$ cat config.mk
export PLATFORM = sky130hd
export DESIGN_NAME = pix_packer
export DESIGN_NICKNAME = d
export VERILOG_FILES = /design/src/rtl/pix_packer.sv
export SDC_FILE = /design/constraint.sdc
export NUM_CORES = 1
export LEC_CHECK = 0
export ABC_CLOCK_PERIOD_IN_PS = 3450
export BUFFER_PORTS_ARGS = -buffer_cell sky130_fd_sc_hd__buf_4
export CORE_MARGIN = 4
export CORE_UTILIZATION = 40
export DETAILED_ROUTE_END_ITERATION = 6
export MAX_ROUTING_LAYER = met4
export PLACE_DENSITY = 0.62
export SLEW_MARGIN = 20
export SYNTH_ARGS = -nofsm -noshare
export SYNTH_HDL_FRONTEND = slang
export SYNTH_SLANG_ARGS = --single-unit
$ cat constraint.sdc
create_clock -name clk -period 3.45 [get_ports clk]
set_clock_uncertainty 0.05 [all_clocks]
set_input_delay 0 -clock clk [delete_from_list [all_inputs] [get_ports clk]]
set_output_delay 0 -clock clk [all_outputs]
set_load 0.02 [all_outputs]
$ cat src/rtl/pix_packer.sv
module pix_packer (
  input  logic        clk,
  input  logic        rst_n,
  input  logic [3:0]  fmt,
  input  logic        alpha_keep,
  input  logic        alpha_inv,
  input  logic [3:0]  lane_mask,
  input  logic        in_valid,
  output logic        in_ready,
  input  logic [31:0] in_pix,
  input  logic        in_eol,
  output logic        out_valid,
  input  logic        out_ready,
  output logic [31:0] out_data,
  output logic [3:0]  out_strb,
  output logic        fmt_err
);

  logic [55:0] acc_q;
  logic [2:0]  cnt_q;
  logic        flush_q;
  logic        ov_q;
  logic [31:0] od_q;
  logic [3:0]  os_q;

  logic [7:0]  av, rv, gv, bv;
  logic [31:0] px;
  logic [2:0]  nb;

  assign rv = in_pix[23:16];
  assign gv = in_pix[15:8];
  assign bv = in_pix[7:0];
  assign av = alpha_keep ? (in_pix[31:24] ^ {8{alpha_inv}}) : {8{~alpha_inv}};

  always_comb begin
    px = '0;
    nb = 3'd0;
    case (fmt)
      4'd0:  begin px = {16'd0, av[7:4], bv[7:4], gv[7:4], rv[7:4]}; nb = 3'd2; end
      4'd1:  begin px = {16'd0, av[7:4], rv[7:4], gv[7:4], bv[7:4]}; nb = 3'd2; end
      4'd2:  begin px = {16'd0, bv[7:4], gv[7:4], rv[7:4], av[7:4]}; nb = 3'd2; end
      4'd3:  begin px = {16'd0, rv[7:4], gv[7:4], bv[7:4], av[7:4]}; nb = 3'd2; end
      4'd6:  begin px = {16'd0, bv[7:3], gv[7:2], rv[7:3]}; nb = 3'd2; end
      4'd7:  begin px = {16'd0, rv[7:3], gv[7:2], bv[7:3]}; nb = 3'd2; end
      4'd8:  begin px = {8'd0, bv, gv, rv}; nb = 3'd3; end
      4'd9:  begin px = {8'd0, rv, gv, bv}; nb = 3'd3; end
      4'd12: begin px = {av, bv, gv, rv}; nb = 3'd4; end
      4'd13: begin px = {av, rv, gv, bv}; nb = 3'd4; end
      4'd14: begin px = {bv, gv, rv, av}; nb = 3'd4; end
      4'd15: begin px = {rv, gv, bv, av}; nb = 3'd4; end
      default: begin px = '0; nb = 3'd0; end
    endcase
  end

  assign fmt_err = (nb == 3'd0);

  logic        slot_free, in_fire;
  logic [55:0] merged;
  logic [2:0]  nf;

  assign slot_free = !ov_q || out_ready;
  assign in_ready  = slot_free && !flush_q && !fmt_err;
  assign in_fire   = in_valid && in_ready;
  assign merged    = acc_q | ({24'd0, px} << {cnt_q, 3'b000});
  assign nf        = cnt_q + nb;

  function automatic logic [3:0] lanes(input logic [2:0] n);
    case (n)
      3'd1:    lanes = 4'b0001;
      3'd2:    lanes = 4'b0011;
      3'd3:    lanes = 4'b0111;
      3'd0:    lanes = 4'b0000;
      default: lanes = 4'b1111;
    endcase
  endfunction

  always_ff @(posedge clk) begin
    if (!rst_n) begin
      acc_q   <= '0;
      cnt_q   <= '0;
      flush_q <= 1'b0;
      ov_q    <= 1'b0;
      od_q    <= '0;
      os_q    <= '0;
    end else if (flush_q && slot_free) begin
      ov_q    <= 1'b1;
      od_q    <= acc_q[31:0];
      os_q    <= lanes(cnt_q) & lane_mask;
      acc_q   <= '0;
      cnt_q   <= '0;
      flush_q <= 1'b0;
    end else if (in_fire) begin
      if (nf >= 3'd4) begin
        ov_q    <= 1'b1;
        od_q    <= merged[31:0];
        os_q    <= lane_mask;
        acc_q   <= {32'd0, merged[55:32]};
        cnt_q   <= nf - 3'd4;
        flush_q <= in_eol && (nf > 3'd4);
      end else if (in_eol) begin
        ov_q  <= 1'b1;
        od_q  <= merged[31:0];
        os_q  <= lanes(nf) & lane_mask;
        acc_q <= '0;
        cnt_q <= '0;
      end else begin
        if (out_ready) ov_q <= 1'b0;
        acc_q <= merged;
        cnt_q <= nf;
      end
    end else if (out_ready) begin
      ov_q <= 1'b0;
    end
  end

  assign out_valid = ov_q;
  assign out_data  = od_q;
  assign out_strb  = os_q;

endmodule

Word-level counts from Yosys, hierarchy flattened
Cells that the tools add are included.
{"block": "totals", "word_cells": 84, "rom_bits": 0, "out_inout_bits": 39, "input_bits": 47, "ff_bits": 97, "latchBits": 0, "ram_bits": 0, "mem_count": 0}
{"block": "classes", "n_addsub": 2, "eq_ne": 17, "n_lt_le_gt_ge": 2, "mux": 29, "div": 0, "bitwise_logic": 6, "n_reduce_logical": 21, "multipliers": 0, "shift": 1}
{"operator": "one-hot mux 32 bit (12 select lines)", "n": 1}
{"operator": "two-way mux 32 bit", "n": 4}
{"operator": "two-way mux 56 bit", "n": 2}
{"operator": "bitwise OR 56 bit", "n": 1}
{"operator": "left shift 32 x 6 -> 56 bit", "n": 1}
{"operator": "two-way mux 4 bit", "n": 11}
{"operator": "one-hot mux 4 bit (4 select lines)", "n": 2}
{"operator": "== test 4 bit, second input constant", "n": 6}
{"operator": "== test 3 x 2 -> 1 bit, second input constant", "n": 4}
{"operator": "zero test 3 bit", "n": 3}
{"operator": "one-hot mux 3 bit (3 select lines)", "n": 1}
{"operator": "bitwise AND 4 bit", "n": 2}
{"operator": "== test 4 x 2 -> 1 bit, second input constant", "n": 2}
{"operator": "== test 4 x 3 -> 1 bit, second input constant", "n": 2}
{"operator": "two-way mux 8 bit", "n": 1}
{"operator": "XOR 8 bit", "n": 1}
{"operator": "== test 3 x 1 -> 1 bit, second input constant", "n": 2}
{"operator": "two-way mux 3 bit", "n": 2}
{"operator": "OR reduction 6 bit", "n": 1}
{"operator": "logical AND 1 bit", "n": 5}
{"operator": "two-way mux 1 bit", "n": 5}
{"operator": "== test 4 x 1 -> 1 bit, second input constant", "n": 1}
{"operator": "zero test 4 bit", "n": 1}
{"operator": "AND reduction 2 bit", "n": 2}
{"operator": "11 further kinds", "n": 15}

Longest topological paths before layout
{"block": "depth", "ltp_word": 16, "mapped_depth": 16, "depth_no_buf": 11}

Worst setup path before layout
OpenSTA, ideal clock, no wires.
{"block": "synth_timing", "path_kind": "input port to flip-flop", "from": "input fmt[1]", "to": "register acc_q[11]", "t_required_ns": 3.270, "n_path_buf": 5, "arrival_time_ns": 2.625, "setup_slack_ns": 0.646, "cell_stages": 13, "setup_ns": 0.130, "cell_sequence": "buf_6 > clkbuf_1 > clkbuf_1 > o21ai_0 > fa_1 > xor2_2 > xor2_2 > or4_1 > buf_4 > o21ai_4 > buf_6 > a222oi_1 > o21ai_1"}
{"block": "synth_via", "elab_chain_cells": 7, "elab_cells_between_ends": 27, "cone_classes": "add/sub (1); order compare (1); eq/ne (11); shift (1); mux (4); bitwise (1); reduce/logical (8)"}
{"element": "start, declared", "line_no": "4", "text": "input logic [3:0] fmt,"}
{"element": "branches (longest 7 deep; another with adder 3 bit)"}
{"element": "end signal, assigned", "line_no": "97", "text": "acc_q <= {32'd0, merged[55:32]};"}
{"element": "end signal, assigned", "line_no": "108", "text": "acc_q <= merged;"}
{"element": "end, declared", "line_no": "19", "text": "logic [55:0] acc_q;"}
Several ways; the timed one is not identified.
A chain may end at the register's enable or synchronous reset.

Worst setup path in the final report
{"block": "layout_timing", "from": "register cnt_q[0]", "to": "register acc_q[12]"}
{"block": "layout_via", "elab_chain_cells": 4, "elab_cells_between_ends": 6, "cone_classes": "add/sub (1); order compare (1); shift (1); mux (2); bitwise (1)"}
{"element": "start, declared", "line_no": "20", "text": "logic [2:0] cnt_q;"}
{"element": "start signal, assigned", "line_no": "98", "text": "cnt_q <= nf - 3'd4;"}
{"element": "start signal, assigned", "line_no": "109", "text": "cnt_q <= nf;"}
{"element": "left shift 32 x 6 -> 56 bit", "line_no": "64", "text": "assign merged = acc_q | ({24'd0, px} << {cnt_q, 3'b000});"}
{"element": "bitwise OR 56 bit", "line_no": "64"}
{"element": "two-way mux 56 bit", "line_no": "100", "text": "end else if (in_eol) begin"}
{"element": "two-way mux 56 bit *", "line_no": "93", "text": "if (nf >= 3'd4) begin"}
Every way passes the cells marked *; elsewhere a longest branch is shown, timed or not.

==> impl_results.md <==
* Synth Instances at 782
* Post-synth EDFFs at 0
* Residual DRC at 0
* Count of pins over their slew limit at 0
* CTS tree: yes
* Fmax at 341 MHz
* Initial antenna violation count at 0
* Clk sinks at 97
* Max FO, Critical Path at 8
* Max-Cap Viols at 0
* Port Buffers at 85
* Layout cells sized above 1 at 18.1%
* Initial Util at 41.3%
* Ant. Diodes at 0
* Row Count at 44
* Drt pass-1 iters at 7
* Setup repair after global routing missed its margin: false
* Clock Tree Buf Depth at 2
* Total global-route track usage at 26.6%
* WS Path Type: reg2reg
* Syn nets at 831
* Routability Congestion at 1.00
* Setup Fix Bufs, Post-CTS at 0
* Pwr dens at 414 mW/mm^2
* Clock Pin Slew Worst Setup and Hold Paths at 0.07 ns
* Final Hold Fails at 0
* Die H at 131 microns
* Hold Crit Class: in2reg
* Fill cell count at 1470
* Final setup vio count at 0
* Hold Slack at 0.0610 ns
* Top post-synthesis cells by area: dfxtp_1 (32%), a21oi_1 (7.3%), nand2_1 (5.6%), o21ai_0 (4.8%), o221ai_1 (3.6%)
* Post-Route WL at 23000 microns
* Synthesized flop and latch total at 97
* Critical Path RT at 3.67 ns
* Nets@finish at 898
* Post-route ant nets at 0
* First-pass GRT wire length at 35800 microns
* CTS H-Tree Depth at 3
* Status: finished clean
* Top cell type's share of synthesized area at 32.0%
* Largest net degree at the start of global routing at 56
* Syn Area/Cell at 7.77 sq um
* Seq/Total Area, Yosys at 32.0%
* WP data arrival at 3.15 ns
* Leading area contributor after synthesis: dfxtp_1
* Least-Margin Pin Slew at 1.18 ns
* Clock root cell: clkbuf_16
* VDD IR max at 0.000307 V
* Die area at 0.0172 sq mm
* Via count at 6575
* Clk_lat worst skew at 0.35 ns
* Vias in the first global route at 6207
* Period utilization at 85.0%
* Final HPWL DP at 17500 microns
* Area Overhead vs Synth at 18.6%
* DR iter-0 viols at 574
* Core area at 0.0147 sq mm
* Cell Area, Synth at 0.00607 sq mm
* Io pins at 86
* Total gr overflow at 0
* Rel. slew slack at 20.7%
* Yosys cell types at 78
* Resized cells post-CTS at 0
* R2r setup slk at 0.52 ns
* Main flop type after synthesis: dfxtp_1
* Static leakage at 2.61 nW
* CP Launch Type: register
* Setup TNS at 0 ns
* Worst Setup End Kind: register
* Num CTS Buffers at 9
* Post-DR wirelength/cell at 22.1 microns
* Ys async rst share at 0%
* Yosys warns at 0
* Die W at 131 microns
* Min Tclk post-route at 2.93 ns
* Routed vias/inst at 6.33
==> power by group <==
group | total [mW] | switching (mW) | internal (mW)
sequential | 1.20 | 0.0261 | 1.17
combinational | 0.733 | 0.478 | 0.255
clock | 1.05 | 0.448 | 0.606
total | 2.98 | 0.952 | 2.03
==> final cells by class <==
| type | instances | area, sq um | share of cell area (%) |
|---|---|---|---|
| Clock buffer | 11 | 253 | 3.51 |
| Clock inverter | 5 | 61.3 | 0.851 |
| Inverter | 13 | 48.8 | 0.677 |
| Multi-Input combinational cell | 613 | 3790 | 52.6 |
| Sequential cell | 97 | 1940 | 27.0 |
| Tap cell | 184 | 230 | 3.20 |
| Timing Repair Buffer | 115 | 876 | 12.2 |
==> cells in the final DEF, fill, tap and decap left out, types with 11 or more instances in the layout <==
cell | Yosys | final
a21oi_1 | 88 | 88
a22oi_1 | 18 | 18
a31oi_1 | 22 | 22
buf_4 | 6 | 110
dfxtp_1 | 97 | 97
inv_1 | 11 | 11
mux2i_1 | 16 | 16
nand2_1 | 91 | 91
nand2b_1 | 20 | 20
nand3_1 | 25 | 25
nor2_1 | 52 | 52
nor2b_1 | 14 | 14
nor3_1 | 14 | 14
o211ai_1 | 11 | 11
o21ai_0 | 58 | 58
o221ai_1 | 25 | 25
o22ai_1 | 15 | 15
==> final timing paths <==
kind,start,endpoint,cells past startpoint
min reg2reg,acc_q[38],acc_q[38],2
max,cnt_q[0],acc_q[12],8
max reg2reg,cnt_q[0],acc_q[12],8
min,out_ready,out_valid,3
==> critical path, cell delays in order (launching register included) <==
cell and delay (ns):
dfxtp_1 0.34, ha_1 0.15, inv_1 0.05, fa_1 0.41
xor2_2 0.23, xnor2_1 0.12, nor3_1 0.90, a22oi_2 0.31
o221ai_1 0.28
==> through the flow <==
stage               cells  power, mW  cell area (sq um)  util, %  setup slack (ns)
detailed placement   1017       1.94               6840     46.5             0.520
floorplan             782       1.66               6070        -             0.646
CTS                  1038       3.00               7200     49.0             0.611
finish               1038       2.98               7200     49.0             0.517
global route         1038       3.10               7200     49.0             0.399
global placement     1017       1.93               6840     46.5             0.589
==> sequential cells by signal, indices dropped and copies added, names as in the netlist <==
name       flops
cnt_q          3
flush_q        1
out_data      32
out_valid      1
acc_q         56
out_strb       4
==> per-layer routing <==
metal | share of wire (%) | vias to the layer above | track usage (%)
met3 | 7.6 | 43 | 6.42
li1 | - | 3077 | -
met5 | 0 | - | -
met4 | 2.6 | 0 | 8.11
met1 | 45 | 3179 | 34.8
met2 | 45 | 276 | 40.9
==> cells in the mapped netlist, drive strengths merged, types with 4 or more instances <==
master and n:
o22ai 15, nor2b 14, a22o 8, nand3 25, a211oi 8, a21boi 7
xnor2 9, o21ai 68, o211ai 11, nand2 91, a31oi 22, o2bb2ai 8
nor3 14, dfxtp 97, clkbuf 28, o221ai 25, a21oi 89, and3 5
inv 11, nor2 53, buf 31, nand2b 20, mux2 9, nand3b 4
a221oi 8, mux2i 16, a222oi 5, and2 6, nand4 4, a22oi 19
==> cells by family after synthesis <==
logic type / synth area share, %
and+or+nand+nor: 19.9
buffers and inverters: 5.58
adders and majority gates: 0.536
DFF: 32.0
muxes: 4.31
AOI/OAI and AO/OA: 35.7
xor gates and xnor gates: 1.98
==> repair_timing <==
action	in CTS	in global routing
setup endpoints to repair	0	0
hold buffers	5	0
endpoints found under the hold margin	6	0
(Power assumes the default switching activity.)
